**config.mk**
```make
export PLATFORM = sky130hd
export DESIGN_NAME = pac_cache
export DESIGN_NICKNAME = d
export VERILOG_FILES = /design/src/rtl/pac_pkg.sv /design/src/rtl/pac_array.sv /design/src/rtl/pac_probe.sv /design/src/rtl/pac_ctrl.sv /design/src/rtl/pac_cache.sv
export SDC_FILE = /design/constraint.sdc
export NUM_CORES = 2
export LEC_CHECK = 0
export BUFFER_PORTS_ARGS = -buffer_cell sky130_fd_sc_hd__buf_2
export CAP_MARGIN = 20
export CORE_MARGIN = 1
export CORE_UTILIZATION = 43
export DETAILED_ROUTE_END_ITERATION = 16
export SKIP_CTS_REPAIR_TIMING = 1
export SLEW_MARGIN = 25
export SYNTH_ARGS = -nofsm -noshare
export SYNTH_HDL_FRONTEND = slang
export SYNTH_SLANG_ARGS = --single-unit
```
**constraint.sdc**
```tcl
create_clock -name clk -period 7.25 [get_ports clk]
set_clock_uncertainty 0.05 [all_clocks]
set_input_delay 0.725 -clock clk [delete_from_list [all_inputs] [get_ports clk]]
set_output_delay 0.725 -clock clk [all_outputs]
set_load 0.01 [all_outputs]
```
**src/rtl/pac_pkg.sv**
```systemverilog
package pac_pkg;
  typedef enum logic [1:0] {
    HK_NONE = 2'b00,
    HK_FAST = 2'b01,
    HK_SLOW = 2'b10,
    HK_MISS = 2'b11
  } hit_kind_e;

  typedef enum logic [1:0] {
    ST_IDLE,
    ST_PROBE2,
    ST_WBACK,
    ST_FILL
  } pac_state_e;
endpackage

```
**src/rtl/pac_array.sv**
```systemverilog
// Line storage: per-set valid/dirty bits with reset, body without reset.
// Entry layout: {valid, dirty, half, tag, data}.
module pac_array #(
  parameter int IDX_W = 4,
  parameter int EW    = 45
) (
  input  logic             clk,
  input  logic             rst_n,
  input  logic [IDX_W-1:0] rd0_idx,
  output logic [EW-1:0]    rd0_ent,
  input  logic [IDX_W-1:0] rd1_idx,
  output logic [EW-1:0]    rd1_ent,
  input  logic             wr0_en,
  input  logic [IDX_W-1:0] wr0_idx,
  input  logic [EW-1:0]    wr0_ent,
  input  logic             wr1_en,
  input  logic [IDX_W-1:0] wr1_idx,
  input  logic [EW-1:0]    wr1_ent
);
  localparam int SETS = 1 << IDX_W;
  localparam int BW   = EW - 2;

  logic [1:0]    meta_all [SETS];
  logic [BW-1:0] body_q   [SETS];

  for (genvar s = 0; s < SETS; s++) begin : g_set
    logic [1:0] meta_q;
    logic       hit0, hit1;
    assign hit0 = wr0_en && (wr0_idx == IDX_W'(s));
    assign hit1 = wr1_en && (wr1_idx == IDX_W'(s));
    always_ff @(posedge clk or negedge rst_n) begin
      if (!rst_n)    meta_q <= 2'b00;
      else if (hit0) meta_q <= wr0_ent[EW-1:EW-2];
      else if (hit1) meta_q <= wr1_ent[EW-1:EW-2];
    end
    assign meta_all[s] = meta_q;
  end

  always_ff @(posedge clk) begin
    if (wr0_en) body_q[wr0_idx] <= wr0_ent[BW-1:0];
    if (wr1_en) body_q[wr1_idx] <= wr1_ent[BW-1:0];
  end

  assign rd0_ent = {meta_all[rd0_idx], body_q[rd0_idx]};
  assign rd1_ent = {meta_all[rd1_idx], body_q[rd1_idx]};
endmodule

```
**src/rtl/pac_probe.sv**
```systemverilog
// Tag compare for one slot: valid, same tag and same home half.
module pac_probe #(
  parameter int TAG_W  = 8,
  parameter int DATA_W = 32,
  parameter int EW     = 3 + TAG_W + DATA_W
) (
  input  logic [EW-1:0]    ent,
  input  logic [TAG_W-1:0] want_tag,
  input  logic             want_half,
  output logic             hit
);
  logic             v;
  logic             h;
  logic [TAG_W-1:0] t;
  assign v   = ent[EW-1];
  assign h   = ent[EW-3];
  assign t   = ent[DATA_W +: TAG_W];
  assign hit = v && (h == want_half) && (t == want_tag);
endmodule

```
**src/rtl/pac_ctrl.sv**
```systemverilog
// Access sequencer: home probe, partner probe, write-back, fill.
module pac_ctrl
  import pac_pkg::*;
#(
  parameter int ADDR_W = 12,
  parameter int IDX_W  = 4,
  parameter int DATA_W = 32,
  parameter int TAG_W  = ADDR_W - IDX_W,
  parameter int EW     = 3 + TAG_W + DATA_W
) (
  input  logic              clk,
  input  logic              rst_n,
  input  logic              cpu_req,
  input  logic              cpu_we,
  input  logic [ADDR_W-1:0] cpu_addr,
  input  logic [DATA_W-1:0] cpu_wdata,
  output logic              cpu_ready,
  output logic              rsp_valid,
  output logic [1:0]        rsp_kind,
  output logic [DATA_W-1:0] rsp_rdata,
  output logic              mem_req,
  output logic              mem_we,
  output logic [ADDR_W-1:0] mem_addr,
  output logic [DATA_W-1:0] mem_wdata,
  input  logic              mem_ack,
  input  logic [DATA_W-1:0] mem_rdata,
  output logic [IDX_W-1:0]  home_idx,
  output logic [IDX_W-1:0]  alt_idx,
  output logic [TAG_W-1:0]  want_tag,
  output logic              want_half,
  input  logic [EW-1:0]     home_ent,
  input  logic [EW-1:0]     alt_ent,
  input  logic              home_hit,
  input  logic              alt_hit,
  output logic              wr0_en,
  output logic [IDX_W-1:0]  wr0_idx,
  output logic [EW-1:0]     wr0_ent,
  output logic              wr1_en,
  output logic [IDX_W-1:0]  wr1_idx,
  output logic [EW-1:0]     wr1_ent
);
  localparam int LO_W = IDX_W - 1;

  pac_state_e        state_q, state_d;
  logic [ADDR_W-1:0] addr_q;
  logic              we_q;
  logic [DATA_W-1:0] wdata_q;
  logic              cap_en;
  logic              rsp_v_q, rsp_v_d;
  hit_kind_e         rsp_k_q, rsp_k_d;
  logic [DATA_W-1:0] rsp_d_q, rsp_d_d;
  logic [ADDR_W-1:0] sel_addr;
  logic [EW-1:0]     merged;

  function automatic logic [EW-1:0] mk_ent(input logic dirty, input logic half,
                                           input logic [TAG_W-1:0] tag,
                                           input logic [DATA_W-1:0] dat);
    return {1'b1, dirty, half, tag, dat};
  endfunction

  // Address under lookup: live CPU address when idle, captured one otherwise
  assign sel_addr  = (state_q == ST_IDLE) ? cpu_addr : addr_q;
  assign home_idx  = sel_addr[IDX_W-1:0];
  assign alt_idx   = {~home_idx[IDX_W-1], home_idx[LO_W-1:0]};
  assign want_tag  = sel_addr[ADDR_W-1:IDX_W];
  assign want_half = home_idx[IDX_W-1];

  assign cpu_ready = (state_q == ST_IDLE);

  // Partner line with a pending write folded in
  assign merged = we_q ? mk_ent(1'b1, want_half, want_tag, wdata_q) : alt_ent;

  always_comb begin
    state_d   = state_q;
    cap_en    = 1'b0;
    rsp_v_d   = 1'b0;
    rsp_k_d   = HK_NONE;
    rsp_d_d   = '0;
    wr0_en    = 1'b0;
    wr0_idx   = home_idx;
    wr0_ent   = '0;
    wr1_en    = 1'b0;
    wr1_idx   = alt_idx;
    wr1_ent   = home_ent;
    mem_req   = 1'b0;
    mem_we    = 1'b0;
    mem_addr  = addr_q;
    mem_wdata = alt_ent[DATA_W-1:0];
    case (state_q)
      ST_IDLE: begin
        if (cpu_req) begin
          cap_en = 1'b1;
          if (home_hit) begin
            rsp_v_d = 1'b1;
            rsp_k_d = HK_FAST;
            rsp_d_d = cpu_we ? cpu_wdata : home_ent[DATA_W-1:0];
            wr0_en  = cpu_we;
            wr0_ent = mk_ent(1'b1, want_half, want_tag, cpu_wdata);
          end else begin
            state_d = ST_PROBE2;
          end
        end
      end
      ST_PROBE2: begin
        if (alt_hit) begin
          wr0_en  = 1'b1;
          wr0_ent = merged;
          wr1_en  = 1'b1;
          rsp_v_d = 1'b1;
          rsp_k_d = HK_SLOW;
          rsp_d_d = merged[DATA_W-1:0];
          state_d = ST_IDLE;
        end else if (alt_ent[EW-1] && alt_ent[EW-2]) begin
          state_d = ST_WBACK;
        end else begin
          state_d = ST_FILL;
        end
      end
      ST_WBACK: begin
        mem_req  = 1'b1;
        mem_we   = 1'b1;
        mem_addr = {alt_ent[DATA_W +: TAG_W], alt_ent[EW-3], home_idx[LO_W-1:0]};
        if (mem_ack) state_d = ST_FILL;
      end
      ST_FILL: begin
        mem_req = 1'b1;
        if (mem_ack) begin
          wr0_en  = 1'b1;
          wr0_ent = mk_ent(we_q, want_half, want_tag, we_q ? wdata_q : mem_rdata);
          wr1_en  = 1'b1;
          rsp_v_d = 1'b1;
          rsp_k_d = HK_MISS;
          rsp_d_d = we_q ? wdata_q : mem_rdata;
          state_d = ST_IDLE;
        end
      end
      default: state_d = ST_IDLE;
    endcase
  end

  always_ff @(posedge clk or negedge rst_n) begin
    if (!rst_n) begin
      state_q <= ST_IDLE;
      rsp_v_q <= 1'b0;
      rsp_k_q <= HK_NONE;
      rsp_d_q <= '0;
    end else begin
      state_q <= state_d;
      rsp_v_q <= rsp_v_d;
      rsp_k_q <= rsp_k_d;
      rsp_d_q <= rsp_d_d;
    end
  end

  always_ff @(posedge clk) begin
    if (cap_en) begin
      addr_q  <= cpu_addr;
      we_q    <= cpu_we;
      wdata_q <= cpu_wdata;
    end
  end

  assign rsp_valid = rsp_v_q;
  assign rsp_kind  = rsp_k_q;
  assign rsp_rdata = rsp_d_q;
endmodule

```
**src/rtl/pac_cache.sv**
```systemverilog
module pac_cache #(
  parameter int ADDR_W = 12,
  parameter int IDX_W  = 4,
  parameter int DATA_W = 32
) (
  input  logic              clk,
  input  logic              rst_n,
  input  logic              cpu_req,
  input  logic              cpu_we,
  input  logic [ADDR_W-1:0] cpu_addr,
  input  logic [DATA_W-1:0] cpu_wdata,
  output logic              cpu_ready,
  output logic              rsp_valid,
  output logic [1:0]        rsp_kind,
  output logic [DATA_W-1:0] rsp_rdata,
  output logic              mem_req,
  output logic              mem_we,
  output logic [ADDR_W-1:0] mem_addr,
  output logic [DATA_W-1:0] mem_wdata,
  input  logic              mem_ack,
  input  logic [DATA_W-1:0] mem_rdata
);
  localparam int TAG_W = ADDR_W - IDX_W;
  localparam int EW    = 3 + TAG_W + DATA_W;

  logic [IDX_W-1:0] home_idx, alt_idx, wr0_idx, wr1_idx;
  logic [TAG_W-1:0] want_tag;
  logic             want_half;
  logic [EW-1:0]    ent [2];
  logic [1:0]       hit;
  logic             wr0_en, wr1_en;
  logic [EW-1:0]    wr0_ent, wr1_ent;

  pac_array #(.IDX_W(IDX_W), .EW(EW)) u_array (
    .clk(clk), .rst_n(rst_n),
    .rd0_idx(home_idx), .rd0_ent(ent[0]),
    .rd1_idx(alt_idx),  .rd1_ent(ent[1]),
    .wr0_en(wr0_en), .wr0_idx(wr0_idx), .wr0_ent(wr0_ent),
    .wr1_en(wr1_en), .wr1_idx(wr1_idx), .wr1_ent(wr1_ent)
  );

  for (genvar p = 0; p < 2; p++) begin : g_probe
    pac_probe #(.TAG_W(TAG_W), .DATA_W(DATA_W), .EW(EW)) u_probe (
      .ent(ent[p]), .want_tag(want_tag), .want_half(want_half), .hit(hit[p])
    );
  end

  pac_ctrl #(.ADDR_W(ADDR_W), .IDX_W(IDX_W), .DATA_W(DATA_W),
             .TAG_W(TAG_W), .EW(EW)) u_ctrl (
    .clk(clk), .rst_n(rst_n),
    .cpu_req(cpu_req), .cpu_we(cpu_we), .cpu_addr(cpu_addr), .cpu_wdata(cpu_wdata),
    .cpu_ready(cpu_ready), .rsp_valid(rsp_valid), .rsp_kind(rsp_kind),
    .rsp_rdata(rsp_rdata),
    .mem_req(mem_req), .mem_we(mem_we), .mem_addr(mem_addr), .mem_wdata(mem_wdata),
    .mem_ack(mem_ack), .mem_rdata(mem_rdata),
    .home_idx(home_idx), .alt_idx(alt_idx), .want_tag(want_tag), .want_half(want_half),
    .home_ent(ent[0]), .alt_ent(ent[1]), .home_hit(hit[0]), .alt_hit(hit[1]),
    .wr0_en(wr0_en), .wr0_idx(wr0_idx), .wr0_ent(wr0_ent),
    .wr1_en(wr1_en), .wr1_idx(wr1_idx), .wr1_ent(wr1_ent)
  );
endmodule

```
# Word level (Yosys, flattened, before mapping)
# Memories as Yosys holds them, arrays and structs flattened.
# Cells that the tools add are included.
dict set report word_totals {
  regBits 114
  ram_bits 656
  inputBits 81
  output_inout_bits 82
  wordCells 210
  memories 1
}
dict set report op_classes {
  n_lt_le_gt_ge 2
  eq_ne 41
  n_mux 82
  bitwise_logic 3
  reduce_logical 58
}
# memory words width rd rd_ports_with_merged_regs wr line_no
set mem_list {}
lappend mem_list {u_array.body_q 16 41 2 0 2 pac_array.sv:24} ;# logic [BW-1:0] body_q [SETS];
# op n
set op_table {}
lappend op_table {{2-to-1 mux 43 bit} 5}
lappend op_table {{2-to-1 mux 32 bit} 6}
lappend op_table {{case mux 43 bit (3 select lines)} 1}
lappend op_table {{case mux 32 bit (3 select lines)} 1}
lappend op_table {{2-to-1 mux 2 bit} 44}
lappend op_table {{== test 4 bit (second input constant)} 16}
lappend op_table {{logical AND 1 bit} 37}
lappend op_table {{== test 4 x 3 -> 1 bit (second input constant)} 8}
lappend op_table {{nonzero test 2 bit} 16}
lappend op_table {{2-to-1 mux 12 bit} 2}
lappend op_table {{binary-select mux 2 bit (select 4 bit)} 2}
lappend op_table {{== test 4 x 2 -> 1 bit (second input constant)} 4}
lappend op_table {{== test 8 bit} 2}
lappend op_table {{2-to-1 mux 1 bit} 16}
lappend op_table {{>= comparator 5 bit (second input constant)} 2}
lappend op_table {{inverter 4 -> 5 bit} 2}
lappend op_table {{== test 4 x 1 -> 1 bit (second input constant)} 2}
lappend op_table {{logical NOT 4 bit} 2}
lappend op_table {{!= test 2 bit (second input constant)} 4}
lappend op_table {{case mux 2 bit (4 select lines)} 1}
lappend op_table {{case mux 1 bit (3 select lines)} 2}
lappend op_table {{case mux 2 bit (3 select lines)} 1}
lappend op_table {{== test 2 bit (second input constant)} 2}
lappend op_table {{AND reduction 4 bit} 1}
lappend op_table {{6 further kinds} 7}

# Logic depth before layout (Yosys ltp)
dict set report logic_depth {
  word_depth 14
  ltp_mapped 23
  depth_no_buf 14
}

# Modules after synthesis
# Synthesis repeated with hierarchy kept, for this count alone.
dict set report unflattened {
  hier_cells 3016
  area_unflattened_um2 45787.7
}
# mod n_inst cells_each area_per_inst_um2 seq_area_each_um2
set by_module_without_submodules {}
lappend by_module_without_submodules {pac_array 1 2452 40033.4 20499.7}
lappend by_module_without_submodules {pac_ctrl 1 538 5544.1 2277.2}
lappend by_module_without_submodules {pac_probe 2 13 105.1 0.0}

# Worst setup path before layout
# No wires, ideal clock.
dict set report synth_path {
  kind {input to register}
  from {in cpu_addr[0]}
  to {mem u_array.body_q[13][0] in the netlist's numbering (enable)}
  setup_ns 0.501
  t_arrival_ns 6.568
  required_time_ns 6.699
  path_slack_ns 0.130
  cell_stages 15
  n_path_buf 4
  cell_sequence {or4_4 -> o31a_1 -> buf_2 -> buf_6 -> buf_6 -> o22ai_1 -> nor3_1 -> nor4_4 -> xor2_1 -> nor3_1 -> nand2_1 -> and4b_1 -> a21oi_1 -> clkbuf_1 -> o31ai_1}
}
# item line_no
set synth_rtl {}
lappend synth_rtl {{start: declaration} pac_cache.sv:10} ;# input logic [ADDR_W-1:0] cpu_addr,
lappend synth_rtl {{end: declaration} pac_array.sv:24}

==> flow_metrics.env <==
export IMPL_fin_nets=3634
export IMPL_initial_core_util_pct=43.6
export IMPL_status="finished with violations"
export IMPL_root_buffer="clkbuf_16"
export IMPL_ff_latch_area_mm2=0.0228
export IMPL_place_congestion=0.894
export IMPL_p_per_area_mw_per_mm2=363
export IMPL_clockBufferDepth=3
export IMPL_path_depth=18
export IMPL_ant_nets=0
export IMPL_violations="negative hold slack"
export IMPL_crit_path_cell_trace="or2_1 -> inv_8 -> mux2_4 -> nand2_1 -> buf_4 -> buf_4 -> nor3_1 -> or3_1 -> xnor2_1 -> nor4_4 -> buf_4 -> a21boi_4 -> inv_2 -> buf_4 -> nand3_4 -> buf_4 -> buf_4 -> a31oi_1"
export IMPL_dr_pass1_iters=6
export IMPL_syn_nets=3644
export IMPL_yosysSeqAreaShare_pct=57.8
export IMPL_die_area_mm2=0.0928
export IMPL_cp_arrival_ns=6.69
export IMPL_port_buffers=162
export IMPL_netlist_area_mm2=0.0394
export IMPL_fillers=8040
export IMPL_yosysWarningCount=0
export IMPL_grt_use_total_pct=30.2
export IMPL_r2r_end="u_array.body_q[9][18]$_DFFE_PP_"
export IMPL_synth_seq_cells=770
export IMPL_setup_tns_ns=0
export IMPL_wl_per_cell_um=29.9
export IMPL_drive_gt1_share_pct=14.9
export IMPL_num_io_pins=163
export IMPL_slowest_stage="buf_4"
export IMPL_cts_tree="built"
export IMPL_cap_violations=0
export IMPL_cp_end_kind="register"
export IMPL_synth_edff_count=701
export IMPL_antenna_found_initial=1
export IMPL_timing_critical_path_mode_cell="buf_4"
export IMPL_die_h_um=305
export IMPL_grt_pass1_vias=30400
export IMPL_fin_util_pct=49.1
export IMPL_fin_ws_ns=0.869
export IMPL_hold_ws_ns=-0.00336
export IMPL_die_x_um=305
export IMPL_clock_sinks=770
export IMPL_diodes=0
export IMPL_synth_cell_types=74
export IMPL_slew_violations=0
export IMPL_cp_start_kind="register"
export IMPL_min_period_over_period_pct=88.0
export IMPL_grt_max_degree=129
export IMPL_cts_buffers=86
export IMPL_tightest_slew_ns=1.13
export IMPL_first_iter_violations=4777
export IMPL_grt_pass1_wl_um=208000
export IMPL_critPathMaxStageDelay_ns=0.67
export IMPL_drcViolationCount=0
export IMPL_vias=31900
export IMPL_vias_per_cell=6.65
export IMPL_wl_um=144000
export IMPL_core_area_mm2=0.0904
export IMPL_reg2reg_slack_ns=0.87
export IMPL_clk_pin_slew_ns=0.06
export IMPL_synth_area_per_cell_um2=11.1
export IMPL_ir_drop_uv=245
export IMPL_critPathMaxFanout=48
export IMPL_async_reset_ff_share_pct=8.96
export IMPL_crit_end="u_array.body_q[9][18]$_DFFE_PP_"
export IMPL_setup_violations=0
export IMPL_synth_ff_type="edfxtp_1"
export IMPL_area_growth_syn_to_layout_pct=12.7
export IMPL_multiInputGateArea_mm2=0.0151
export IMPL_hp_class="in -> async"
export IMPL_crit_type="reg -> reg"
export IMPL_netlist_instances=3563
export IMPL_grt_ovfl_total=0
export IMPL_crit_buf_inv=8
export IMPL_place_ws_ns=0.984
export IMPL_cts_htree_levels=3
export IMPL_place_inst=4640
export IMPL_timing_fmax_mhz=157
export IMPL_critPathTopFamily="buffers and inverters"
export IMPL_dp_hpwl_um=78500
export IMPL_clock_latency_ns=0.67
export IMPL_hold_viol_final=3
export IMPL_fin_cells=4802
export IMPL_fin_crit_ns=6.38
export IMPL_reg2regPathDepth=18
export IMPL_rsz0062_at_grt="no"
export IMPL_rows=110
export IMPL_slew_limit_headroom_pct=24.6
export IMPL_power_leakage_nw=17.2
export IMPL_cp_required_ns=7.56
-- worst reg2reg max path, cell delays in order, from the launching register on --
cell and delay (ns):
dfrtp_1 0.48, or2_1 0.42, inv_8 0.24, mux2_4 0.52
nand2_1 0.53, buf_4 0.26, buf_4 0.22, nor3_1 0.08
or3_1 0.46, xnor2_1 0.36, nor4_4 0.08, buf_4 0.19
a21boi_4 0.21, inv_2 0.15, buf_4 0.30, nand3_4 0.16
buf_4 0.67, buf_4 0.55, a31oi_1 0.16
-- sequential cells by signal, indices dropped and copies added (netlist names), named ones only --
signal                count
u_ctrl.rsp_rdata         32
u_ctrl.wdata_q           32
u_ctrl.addr_q            12
u_array.g_set.meta_q     32
u_array.body_q          656
u_ctrl.we_q               1
u_ctrl.state_q            1
u_ctrl.rsp_kind           2
u_ctrl.rsp_valid          1
-- layout make-up --
| class | count | share of cell area, % |
|---|---|---|
| Multi-Input combinational cell | 2388 | 34.1 |
| Inverter | 5 | 0.0592 |
| Timing Repair Buffer | 302 | 4.95 |
| Sequential cell | 770 | 51.3 |
| Clock inverter | 36 | 0.885 |
| Clock buffer | 125 | 5.41 |
| Tap cell | 1176 | 3.32 |
-- cell usage after synthesis (all sizes together) (2+ instances only) --
cell type  number  share of area (%)
a32o            2              0.051
xnor2          10               0.22
inv             4              0.057
a22oi         269                5.1
a21boi          3              0.086
or2             9               0.14
a21o            2              0.038
nor3           67               0.86
nand3         163                2.1
a41oi           3              0.067
o21a            5               0.10
nand2         138                1.3
dfrtp          69                4.4
edfxtp        701                 53
or4b            2              0.051
or4             4              0.086
a211o          12               0.27
o311ai          4              0.089
o21ai          53               0.67
a21oi          93                1.2
nand2b          5              0.079
o32ai           2              0.044
or3            16               0.25
o32a            3              0.076
xor2            2              0.044
o31ai          10               0.19
a221oi         32                2.1
and2           39               0.62
a2bb2oi         5               0.19
buf           124                2.3
a31oi         515                8.2
clkbuf        276                2.6
o2111ai         2              0.044
nand4           5              0.095
nor2          623                5.9
o211ai          6               0.11
nor4            7               0.31
mux2i         185                4.7
o22ai          72                1.2
mux2            8               0.24
-- how the worst min path moves through the flow --
stage                                                        from                                       to  depth (start not counted)
final                                                       rst_n            u_ctrl.rsp_rdata[3]$_DFF_PN0_                          1
after global routing                                        rst_n            u_ctrl.rsp_rdata[3]$_DFF_PN0_                          1
after CTS                                                   rst_n            u_ctrl.rsp_rdata[3]$_DFF_PN0_                          1
after detailed placement  u_array.g_set[14].meta_q[1]$_DFFE_PN0P_  u_array.g_set[14].meta_q[1]$_DFFE_PN0P_                          1
after global placement    u_array.g_set[13].meta_q[1]$_DFFE_PN0P_  u_array.g_set[13].meta_q[1]$_DFFE_PN0P_                          1
after floorplan                                             rst_n               asynchronous set/reset pin                          0
-- through the flow --
step,cell area (um^2),hold WS (ns),total power [mW]
after CTS,44400,-0.00551,16.0
after detailed placement,41600,0.429,11.6
after global routing,44400,0.0312,16.7
after global placement,41500,0.426,11.6
after floorplan,39400,0.379,9.51
final,44400,-0.00336,16.1
-- cells in the final DEF, fill, tap and decap left out, types with 87 or more instances in the layout --
cell type	n
buf_4	116
nand2_1	129
a21oi_1	92
a31oi_1	513
a22oi_1	269
mux2i_1	182
edfxtp_1	701
buf_2	160
clkbuf_16	87
nor2_1	621
nand3_1	146
-- kinds of logic (layout without fill, tap and decap cells) --
family,Yosys count,count (layout),synth area share (%)
DFF,770,770,57.8
muxes,193,193,4.98
xor gates and xnor gates,12,12,0.267
and+or+nand+nor,1083,1083,12.0
AOI/OAI and AO/OA,1100,1100,20.0
buffers and inverters,405,468,4.95
-- power breakdown --
part / switching, mW / leakage, nW / internal [mW] / total [mW]
registers: 0.149 / 7.81 / 5.41 / 5.56
logic: 4.34 / 8.05 / 1.80 / 6.14
clock network: 1.90 / 1.35 / 2.50 / 4.40
-- routing by layer --
layer	wire length [um]	vias to the layer above	global-route usage [%]
met5	13	-	0
met1	55600	15600	41.0
met3	15300	408	4.94
li1	-	13700	-
met2	65700	2169	47.4
met4	6990	2	14.1
No activity file was read; power rests on OpenSTA's default activity.
